===== src/rtl/tat_pkg.sv =====
package tat_pkg;
  localparam int REG_AW = 3;

  typedef enum logic [REG_AW-1:0] {
    RA_CTRL  = 3'd0,
    RA_LIMIT = 3'd1,
    RA_PRE   = 3'd2,
    RA_TICKS = 3'd3,
    RA_CSEL  = 3'd4,
    RA_CVAL  = 3'd5,
    RA_IENS  = 3'd6,
    RA_IFLG  = 3'd7
  } reg_addr_e;

  localparam int RUN_BIT   = 1;
  localparam int ALARM_BIT = 3;
  localparam int BIND_BIT  = 12;
endpackage


===== src/rtl/tat_prescaler.sv =====
module tat_prescaler #(
  parameter int W = 32
) (
  input  logic         clk,
  input  logic         rst_n,
  input  logic         run,
  input  logic         wr,
  input  logic [W-1:0] wdata,
  input  logic [W-1:0] limit,
  output logic [W-1:0] cnt,
  output logic         tick
);
  function automatic logic [W-1:0] pre_next(input logic [W-1:0] c, input logic at_lim);
    return at_lim ? '0 : c + W'(1);
  endfunction

  assign tick = run && !wr && (cnt == limit);

  always_ff @(posedge clk or negedge rst_n) begin
    if (!rst_n)   cnt <= '0;
    else if (wr)  cnt <= wdata;
    else if (run) cnt <= pre_next(cnt, cnt == limit);
  end
endmodule


===== src/rtl/tat_counter.sv =====
module tat_counter #(
  parameter int W = 32
) (
  input  logic         clk,
  input  logic         rst_n,
  input  logic         tick,
  input  logic         wr,
  input  logic [W-1:0] wdata,
  output logic [W-1:0] cnt,
  output logic [W-1:0] cnt_nxt,
  output logic         step
);
  function automatic logic [W-1:0] wrap_inc(input logic [W-1:0] c);
    return c + W'(1);
  endfunction

  assign step    = tick && !wr;
  assign cnt_nxt = wrap_inc(cnt);

  always_ff @(posedge clk or negedge rst_n) begin
    if (!rst_n)    cnt <= '0;
    else if (wr)   cnt <= wdata;
    else if (step) cnt <= cnt_nxt;
  end
endmodule


===== src/rtl/tat_compare.sv =====
module tat_compare #(
  parameter int W = 32
) (
  input  logic         clk,
  input  logic         rst_n,
  input  logic         bound,
  input  logic         step,
  input  logic [W-1:0] cnt_nxt,
  input  logic [W-1:0] cval,
  input  logic         clr,
  output logic         hit,
  output logic         flag
);
  assign hit = bound && step && (cnt_nxt == cval);

  always_ff @(posedge clk or negedge rst_n) begin
    if (!rst_n)   flag <= 1'b0;
    else if (hit) flag <= 1'b1;
    else if (clr) flag <= 1'b0;
  end
endmodule


===== src/rtl/tick_alarm_timer.sv =====
module tick_alarm_timer
  import tat_pkg::*;
#(
  parameter int CNT_W = 32
) (
  input  logic                clk,
  input  logic                rst_n,
  input  logic                bus_wr,
  input  logic [REG_AW-1:0]   bus_addr,
  input  logic [CNT_W-1:0]    bus_wdata,
  output logic [CNT_W-1:0]    bus_rdata,
  output logic                alarm_irq
);
  logic             run_q;
  logic             bind_q;
  logic             en_q;
  logic [CNT_W-1:0] limit_q;
  logic [CNT_W-1:0] cval_q;
  logic [CNT_W-1:0] pre_cnt;
  logic [CNT_W-1:0] tick_cnt;
  logic [CNT_W-1:0] tick_nxt;
  logic             tick_evt;
  logic             step_evt;
  logic             hit_evt;
  logic             alarm_flag;

  logic wr_ctrl, wr_limit, wr_pre, wr_ticks, wr_csel, wr_cval, wr_iens, wr_iflg;
  logic flag_clr;

  assign wr_ctrl  = bus_wr && (bus_addr == RA_CTRL);
  assign wr_limit = bus_wr && (bus_addr == RA_LIMIT);
  assign wr_pre   = bus_wr && (bus_addr == RA_PRE);
  assign wr_ticks = bus_wr && (bus_addr == RA_TICKS);
  assign wr_csel  = bus_wr && (bus_addr == RA_CSEL);
  assign wr_cval  = bus_wr && (bus_addr == RA_CVAL);
  assign wr_iens  = bus_wr && (bus_addr == RA_IENS);
  assign wr_iflg  = bus_wr && (bus_addr == RA_IFLG);
  assign flag_clr = wr_iflg && bus_wdata[ALARM_BIT];

  always_ff @(posedge clk or negedge rst_n) begin
    if (!rst_n) begin
      run_q   <= 1'b0;
      bind_q  <= 1'b0;
      en_q    <= 1'b0;
      limit_q <= '0;
      cval_q  <= '0;
    end else begin
      if (wr_ctrl)  run_q   <= bus_wdata[RUN_BIT];
      if (wr_csel)  bind_q  <= bus_wdata[BIND_BIT];
      if (wr_iens && bus_wdata[ALARM_BIT]) en_q <= 1'b1;
      if (wr_limit) limit_q <= bus_wdata;
      if (wr_cval)  cval_q  <= bus_wdata;
    end
  end

  tat_prescaler #(.W(CNT_W)) u_pre (
    .clk(clk), .rst_n(rst_n), .run(run_q), .wr(wr_pre), .wdata(bus_wdata),
    .limit(limit_q), .cnt(pre_cnt), .tick(tick_evt)
  );

  tat_counter #(.W(CNT_W)) u_cnt (
    .clk(clk), .rst_n(rst_n), .tick(tick_evt), .wr(wr_ticks), .wdata(bus_wdata),
    .cnt(tick_cnt), .cnt_nxt(tick_nxt), .step(step_evt)
  );

  tat_compare #(.W(CNT_W)) u_cmp (
    .clk(clk), .rst_n(rst_n), .bound(bind_q), .step(step_evt), .cnt_nxt(tick_nxt),
    .cval(cval_q), .clr(flag_clr), .hit(hit_evt), .flag(alarm_flag)
  );

  assign alarm_irq = alarm_flag && en_q;

  always_comb begin
    bus_rdata = '0;
    case (bus_addr)
      RA_CTRL:  bus_rdata[RUN_BIT]   = run_q;
      RA_LIMIT: bus_rdata            = limit_q;
      RA_PRE:   bus_rdata            = pre_cnt;
      RA_TICKS: bus_rdata            = tick_cnt;
      RA_CSEL:  bus_rdata[BIND_BIT]  = bind_q;
      RA_CVAL:  bus_rdata            = cval_q;
      RA_IENS:  bus_rdata[ALARM_BIT] = en_q;
      RA_IFLG:  bus_rdata[ALARM_BIT] = alarm_flag;
      default:  bus_rdata            = '0;
    endcase
  end
endmodule


===== config.mk =====
export PLATFORM = sky130hd
export DESIGN_NAME = tick_alarm_timer
export DESIGN_NICKNAME = d
export VERILOG_FILES = /design/src/rtl/tat_pkg.sv /design/src/rtl/tat_prescaler.sv /design/src/rtl/tat_counter.sv /design/src/rtl/tat_compare.sv /design/src/rtl/tick_alarm_timer.sv
export SDC_FILE = /design/constraint.sdc
export NUM_CORES = 1
export LEC_CHECK = 0
export ABC_AREA = 1
export BUFFER_PORTS_ARGS = -buffer_cell sky130_fd_sc_hd__buf_2
export CORE_MARGIN = 5
export CORE_UTILIZATION = 40
export CTS_BUF_LIST = sky130_fd_sc_hd__clkbuf_8
export CTS_CLUSTER_DIAMETER = 100
export DETAILED_ROUTE_END_ITERATION = 12
export PLACE_DENSITY = 0.6
export SLEW_MARGIN = 20
export SYNTH_ARGS = -nofsm -noshare
export SYNTH_HDL_FRONTEND = slang
export SYNTH_SLANG_ARGS = --single-unit

===== constraint.sdc =====
create_clock -name clk -period 5.1 [get_ports clk]
set_clock_uncertainty 0.05 [all_clocks]
set_input_delay 0.765 -clock clk [delete_from_list [all_inputs] [get_ports clk]]
set_output_delay 0.765 -clock clk [all_outputs]
set_load 0.1 [all_outputs]

; ---- Word-level counts from Yosys, hierarchy flattened
; Index checks and enable logic that the tools add are counted.
[op_classes]
n_addsub = 2
eq_ne = 9
mux = 14
reduce_logical = 22
[ops]
columns = cell, n
row1 = $mux 32, 5
row2 = $pmux 19 s4, 1
row3 = $add 32x1->32 const B, 2
row4 = $eq 32x32->1, 2
row5 = $pmux 8 s4, 1
row6 = $logic_and 1x1->1, 16
row7 = $eq 3x3->1 const B, 4
row8 = $pmux 1 s5, 2
row9 = $pmux 1 s4, 2
row10 = $eq 3x2->1 const B, 2
row11 = $pmux 1 s6, 1
row12 = $reduce_bool 2->1, 3
row13 = $eq 3x1->1 const B, 1
row14 = $logic_not 3->1, 1
row15 = $logic_not 1->1, 2
row16 = $mux 1, 2
[totals]
regBits = 132
inputBits = 38
out_inout_bits = 33
elab_cells = 55

; ---- Longest topological paths before layout
; Gate-level depths: netlist of the first run.
[depth]
depth_word = 9
depth_mapped = 15
mapped_depth_nobuf = 15

; ---- Cells and area by module
; A second synthesis of the first run with hierarchy kept.
[unflattened]
cells_unflattened = 1405
hier_area_um2 = 9738.1
[by_module_without_submodules]
columns = mod, instances, cells_each, area_per_inst_um2, seq_area_each_um2
row1 = tick_alarm_timer, 1, 466, 3642.2, 1676.6
row2 = tat_prescaler, 1, 385, 2806.4, 800.8
row3 = tat_counter, 1, 343, 2386.0, 800.8
row4 = tat_compare, 1, 211, 903.4, 25.0

; ---- Worst setup path before layout of the first run
; OpenSTA, ideal clock, no wires.
[synth_path]
path_kind = input to output
startpoint = input port bus_addr[0]
endpoint = output port bus_rdata[3]
t_arrival_ns = 3.106
required_time_ns = 4.285
setup_slack_ns = 1.179
path_stages = 7
path_buffers = 1
cell_sequence = inv_1 -> nor2_1 -> nand2_2 -> clkinv_1 -> clkbuf_1 -> nand2_1 -> a31oi_1
[synth_between]
elab_chain_cells = 2
[synth_rtl]
columns = element, line
row1 = start: declaration, tick_alarm_timer.sv:9  ; input logic [REG_AW-1:0] bus_addr,
row2 = $eq 3x3->1 (tied with other cells), tick_alarm_timer.sv:75  ; case (bus_addr)
row3 = $pmux 1 s6 (*), tick_alarm_timer.sv:75
row4 = end: declaration, tick_alarm_timer.sv:11  ; output logic [CNT_W-1:0] bus_rdata,
; Mark *: on every way between the ends. The rest lies on a longest branch, timed or not.

; ---- Worst setup path after layout of the first run
[layout_path]
startpoint = input port bus_addr[0]
endpoint = output port bus_rdata[11]
[layout_between]
elab_chain_cells = 2
[layout_rtl]
columns = element, line
row1 = $eq 3x3->1 (tied with other cells), tick_alarm_timer.sv:75
row2 = $pmux 8 s4 (*), tick_alarm_timer.sv:75
; Marks and branches as above.

==> results of run 1 <==
per-layer routing:
metal | up-vias | wire length [um] | share of wire, % | GRT usage [%]
li1 | 4166 | - | - | -
met1 | 4106 | 13700 | 45 | 36.1
met2 | 318 | 14300 | 46 | 39.7
met3 | 38 | 2120 | 6.9 | 3.25
met4 | 0 | 702 | 2.3 | 8.07
met5 | - | 0 | 0 | 0
state kept, by name, summed over array words and instances, names as in the netlist:
name,count
run_q,1
u_pre.cnt,32
u_cnt.cnt,32
bind_q,1
limit_q,32
u_cmp.flag,1
cval_q,32
en_q,1
final timing paths:
kind	start	end	slack, ns	cells past startpoint
max in group asynchronous	rst_n	u_pre.cnt[7]	3.47	2
worst max register to register	u_cnt.cnt[0]	u_cmp.flag	2.58	12
worst min-delay path	rst_n	u_cnt.cnt[4]	0.31	1
min in group clk	en_q	en_q	0.44	1
worst min register to register	en_q	en_q	0.44	1
worst max-delay path	bus_addr[0]	bus_rdata[11]	1.40	7
cell type report:
cell class	count	area share, %
flip-flops and latches	132	33.9
well taps	280	3.60
multi-input cells	888	47.5
repair buffers	79	4.35
clock inverters	10	1.57
clock buffers	21	2.97
inverters	158	6.09
worst reg2reg max path: stages, from the launching register on:
cell	delay [ns]
dfrtp_1	0.50
ha_1	0.26
nand3_2	0.16
nor2_1	0.37
xor2_1	0.30
nor2_1	0.09
nor2_1	0.12
nand2_1	0.06
nor2_1	0.09
nand2_1	0.07
nor2_1	0.14
nand3_1	0.16
nand2_1	0.09
layout by cell type (no fill, tap or decap), types with 5 or more instances in the layout:
cell,synthesis,final
o21bai_1,7,7
nand2_2,6,7
o2111ai_1,7,7
nor2_1,80,80
nor2_2,5,5
nor3_1,13,13
inv_2,7,7
dfrtp_1,132,132
buf_2,18,69
nand3_1,67,67
a221o_1,22,22
nand2_1,418,416
buf_4,0,9
xnor2_1,27,27
inv_1,148,149
o21ai_0,75,75
nand4_1,13,13
o211ai_1,5,5
clkbuf_8,0,21
o22ai_1,29,29
xor2_1,21,21
nor2_4,7,7
o221ai_1,54,54
metrics by stage:
stage / instances / power [mW] / setup slack [ns] / hold WS (ns)
after CTS: 1568 / 4.34 / 1.44 / 0.350
after global routing: 1568 / 4.60 / 1.34 / 0.367
after global placement: 1537 / 3.31 / 1.44 / 0.423
after detailed placement: 1537 / 3.32 / 1.43 / 0.423
after floorplan: 1226 / 2.86 / 1.18 / 0.400
final: 1568 / 4.34 / 1.40 / 0.305
logic make-up (layout without fill, tap and decap cells):
group / after synthesis / in the layout
buffers and inverters: 206 / 268
XOR/XNOR: 50 / 50
AO/OA/AOI/OAI: 208 / 208
adder cells (fa/ha/maj): 3 / 3
flip-flops: 132 / 132
AND/OR/NAND/NOR: 627 / 627
power breakdown:
part | leakage, nW | internal [mW] | switching (mW)
registers | 1.67 | 1.31 | 0.422
clock network | 0.233 | 0.579 | 0.436
logic | 2.68 | 0.521 | 1.07
==> impl_metrics.tcl, run 1 <==
set metrics [dict create \
    status "complete, no violations" \
    num_rows 54 \
    ys_seq_area_share_pct 37.9 \
    yosys_warnings 0 \
    start_util_pct 40.3 \
    cts_tree "built" \
    port_buffers 70 \
    synth_top_area_share_pct 37.9 \
    grt_pass1_wl_um 47600 \
    tns_ns 0 \
    synth_top_area_cell "dfrtp_1" \
    num_antenna_cells 0 \
    synthMuxAreaShare_pct 0 \
    multi_input_area_um2 4630 \
    async_flop_share_pct 100 \
    routed_wirelength_um 30800 \
    powerDensity_nw_per_um2 446 \
    die-area_um2 24900 \
    path_class "primary input to output pin" \
    final_cell_area_um2 9740 \
    dr.pass1.iters 5 \
    place_area_um2 9300 \
    crit_top_cell "buf_2" \
    synth-simple-area-share_pct 30.5 \
    track_usage_pct 25.2 \
    yosysMostFrequentCell "nand2_1" \
    layout-drive-gt1-share_pct 11.2 \
    grt_antenna_before_repair 0 \
    fin_crit_sh_pct 72.6 \
    gp_congestion 0.959 \
    cp-start-kind "primary input" \
    cts_made_buffers 17 \
    clk_pin_slew_ns 0.08 \
    synth_top_family_by_area "simple AND/OR/NAND/NOR gates" \
    regArea_um2 3300 \
    die_x_um 158 \
    synth_cell_type_count 39 \
    cp.arrival_ns 2.89 \
    grt_overflow 0 \
    crit_path_end_kind "output pin" \
    cts_root_buf "clkbuf_8" \
    synth_adder_area_share_pct 0.430 \
    synth-seq-cells 132 \
    finalSetupViolCount 0 \
    critPathMaxStageDelay_ns 0.68 \
    fillers 2232 \
    clock_latency_ns 0.46 \
    ir_drop_v 0.000149 \
    slew_viol_final 0 \
    hold_path_class "primary input to asynchronous set/reset pin" \
    period_needed_ns 3.70 \
    wl_per_cell_um 19.7 \
    cp_num_buf_inv 4 \
    cts_resized 0 \
    core_um2 21600 \
    postCtsHoldBufs 0 \
    maxSlewHeadroom_pct 28.6 \
    vias 8628 \
    synth_xor_xnor_area_share_pct 5.34 \
    ys.flop_type "dfrtp_1" \
    hold_viol 0 \
    htree_levels 4 \
    crit_chain "buf_2 -> inv_1 -> nor2_1 -> nand2_2 -> clkinv_1 -> a221o_1 -> buf_2" \
    route.detailed.drc 0 \
    synthTopCellsByCount "418 x nand2_1, 148 x inv_1, 132 x dfrtp_1" \
    crit_required_ns 4.28 \
    post_cts_buffers 0 \
    syn_inst 1226 \
    drt_iter0_drc 804 \
    vias_per_cell 5.50 \
    yosys-top-cells-area "dfrtp_1 38%, nand2_1 18%, inv_1 6.4%" \
    tightestPinTransition_ns 1.07 \
    area_growth_pct 11.7 \
    cap_violations 0 \
    grt_max_degree 90 \
    path_delay_family "buffers and inverters" \
    worst-path-max-fanout 25 \
    synth_fp_nets 1267 \
    grt_pass1_vias 8113 \
    synth_compound_area_share_pct 16.7 \
    slowest_stage "clkinv_1" \
    nets 1317 \
    synth-edff-count 0 \
    rsz0062_at_grt "no" \
    dp_hpwl_um 23300 \
    postSynthAreaPerCell_um2 7.11 \
    fin_util_pct 45.1 \
    ios 71 \
    fmax_ghz 0.270 \
    cts.sinks 132 \
    clockBufferDepth 2 \
    ant_nets 0 \
    p_leak_nw 4.59 \
    synth_area_um2 8720 \
    die_h_um 158 \
]
Note: power is estimated with default switching activity, not from simulation.
==> run 2, diff against run 1 <==
--- a/config.mk
+++ b/config.mk
@@ -5,14 +5,14 @@
 export SDC_FILE = /design/constraint.sdc
 export NUM_CORES = 1
 export LEC_CHECK = 0
-export ABC_AREA = 1
+export ABC_AREA = 0
 export BUFFER_PORTS_ARGS = -buffer_cell sky130_fd_sc_hd__buf_2
 export CORE_MARGIN = 5
 export CORE_UTILIZATION = 40
 export CTS_BUF_LIST = sky130_fd_sc_hd__clkbuf_8
 export CTS_CLUSTER_DIAMETER = 100
 export DETAILED_ROUTE_END_ITERATION = 12
-export PLACE_DENSITY = 0.6
+export PLACE_DENSITY = 0.62
 export SLEW_MARGIN = 20
 export SYNTH_ARGS = -nofsm -noshare
 export SYNTH_HDL_FRONTEND = slang
==> constraint.sdc (replaced) <==
create_clock -name clk -period 3.1 [get_ports clk]
set_clock_uncertainty 0.05 [all_clocks]
set_input_delay 0.465 -clock clk [delete_from_list [all_inputs] [get_ports clk]]
set_output_delay 0.465 -clock clk [all_outputs]
set_load 0.1 [all_outputs]
==> impl_metrics.tcl, run 2 <==
set metrics [dict create \
    ant_nets 0 \
    cap_violations 0 \
    wl_per_cell_um 21.4 \
    setup_slack_ns 0.196 \
    yosys-top-cells-area "dfrtp_1 38%, mux2_2 8.7%, xnor2_1 8.6%" \
    async_flop_share_pct 100 \
    ys_seq_area_share_pct 38.2 \
    fin_cells 1320 \
    crit_required_ns 3.42 \
    reg2reg_from "u_cnt.cnt[13]" \
    core_um2 21200 \
    status "complete, no violations" \
    grt_max_degree 67 \
    cp-start-kind "register" \
    cp.arrival_ns 3.22 \
    yosysMostFrequentCell "dfrtp_1" \
    place_inst 1288 \
    drt_iter0_drc 952 \
    die-area_um2 24700 \
    synth-seq-cells 132 \
    reg2reg_to "u_cmp.flag" \
    port_buffers 70 \
    synth_top_area_share_pct 38.2 \
    post_cts_buffers 0 \
    nets 1074 \
    route.detailed.drc 0 \
    slew_viol_final 0 \
    cts_made_buffers 17 \
    dr.pass1.iters 6 \
    yosys_warnings 0 \
    dpl_worst_slack_ns 0.160 \
    area_growth_pct 19.2 \
    fmax_ghz 0.344 \
    crit_path_end_kind "register" \
    holdPathStages 2 \
    path_class "register to register" \
    period_needed_ns 2.90 \
    track_usage_pct 23.4 \
    min-delay-start "bus_wdata[23]" \
    grt_pass1_wl_um 44300 \
    r2r_cells 7 \
    ir_drop_v 0.000251 \
    hold_path_class "primary input to register" \
    syn_inst 977 \
    hold_viol 0 \
    worst-path-max-fanout 9 \
    htree_levels 4 \
    vias 7786 \
    grt_pass1_vias 7593 \
    grt_antenna_before_repair 0 \
    dp_hpwl_um 20600 \
    final_common_cell "dfrtp_1" \
    mostFrequentLayoutCells "132 x dfrtp_1, 103 x nor2_1, 85 x xnor2_1, 84 x nand2_1, 67 x mux2_2" \
    cts_tree "built" \
    cts_root_buf "clkbuf_8" \
    maxSlewHeadroom_pct 20.7 \
    r2r_setup_slack_ns 0.20 \
    clockBufferDepth 2 \
    num_rows 53 \
    layout-drive-gt1-share_pct 22.3 \
    rsz0062_at_grt "no" \
    finalSetupViolCount 0 \
    ios 71 \
    die_h_um 157 \
    vias_per_cell 5.90 \
    cts.sinks 132 \
    fin_crit_sh_pct 93.7 \
    min_to "cval_q[23]" \
    tns_ns 0 \
    powerDensity_nw_per_um2 674 \
    synth_top_area_cell "dfrtp_1" \
    num_antenna_cells 0 \
    ys.flop_type "dfrtp_1" \
    clk_pin_slew_ns 0.08 \
    synth_area_um2 8660 \
    synth-edff-count 0 \
    synthTopCellsByCount "132 x dfrtp_1, 104 x nor2_1, 85 x nand2_1, 85 x xnor2_1, 67 x mux2_2" \
    routed_wirelength_um 28200 \
    synth_cell_type_count 62 \
    grt_overflow 0 \
    tightestPinTransition_ns 1.19 \
    p_leak_nw 4.15 \
    start_util_pct 40.9 \
    postSynthAreaPerCell_um2 8.86 \
    gp_congestion 0.907 \
    clock_latency_ns 0.47 \
    die_x_um 157 \
    synth_fp_nets 1018 \
]
[run 2: cells by family (layout without fill, tap and decap cells)]
family	after synthesis	after routing	synth area share (%)
compound gates	206	206	15.3
xor+xnor	102	102	10.3
flops	132	132	38.2
simple gates	370	370	22.1
fa+ha+maj	3	3	0.434
buf+inv	91	159	4.18
mux	73	73	9.55
[run 2: through the flow]
step	util, %	area (um^2)	power (mW)	hold slack [ns]
CTS	48.8	10300	6.95	0.222
finish	48.8	10300	6.95	0.240
global placement	46.9	9920	5.43	0.433
detailed placement	46.9	9920	5.47	0.434
floorplan	-	8670	4.46	0.119
global route	48.8	10300	7.31	0.218
[run 2: worst max path at each step]
stage | start | endpoint | slack, ns | depth (start not counted)
detailed placement | u_cnt.cnt[1] | u_cmp.flag | 0.16 | 8
global route | u_cnt.cnt[13] | u_cmp.flag | 0.01 | 7
floorplan | bus_addr[2] | bus_rdata[3] | -0.02 | 6
CTS | u_cnt.cnt[1] | u_cmp.flag | 0.15 | 8
finish | u_cnt.cnt[13] | u_cmp.flag | 0.20 | 7
global placement | u_cnt.cnt[2] | u_cmp.flag | 0.33 | 7
[run 2: layout make-up]
| type | count | area [um^2] |
|---|---|---|
| multi-input combinational | 754 | 5020 |
| tap | 275 | 344 |
| inverter | 13 | 48.8 |
| timing repair buffer | 115 | 1210 |
| clock inverter | 13 | 136 |
| clock buffer | 18 | 248 |
| sequential | 132 | 3300 |
| fill | 2004 | 10800 |
[run 2: worst max-delay path, stage by stage, from the launching register on]
cell and delay (ns):
dfrtp_1 0.55, nand4_4 0.24, or2_0 0.32, or3_1 0.48
nor4_2 0.29, a21oi_1 0.09, or4_1 0.51, o31ai_1 0.28
[run 2: power breakdown]
group / switching (mW) / internal [mW]
clock network: 0.749 / 0.726
logic: 1.62 / 1.21
registers: 0.537 / 2.12
total: 2.90 / 4.05
[run 2: layer usage]
metal,part of all wire [%],track usage [%],vias up,wire length (um)
li1,-,-,3632,-
met1,44,32.5,3825,12300
met2,48,37.2,285,13400
met3,6.6,4.43,44,1870
met4,2.2,7.37,0,607
met5,0,0,-,0
[run 2: timing repair]
action | in CTS | in global routing
hold buffers | 1 | 0
resized for setup | 0 | 2
setup endpoints to repair | 0 | 1
hold endpoints to repair | 64 | 0
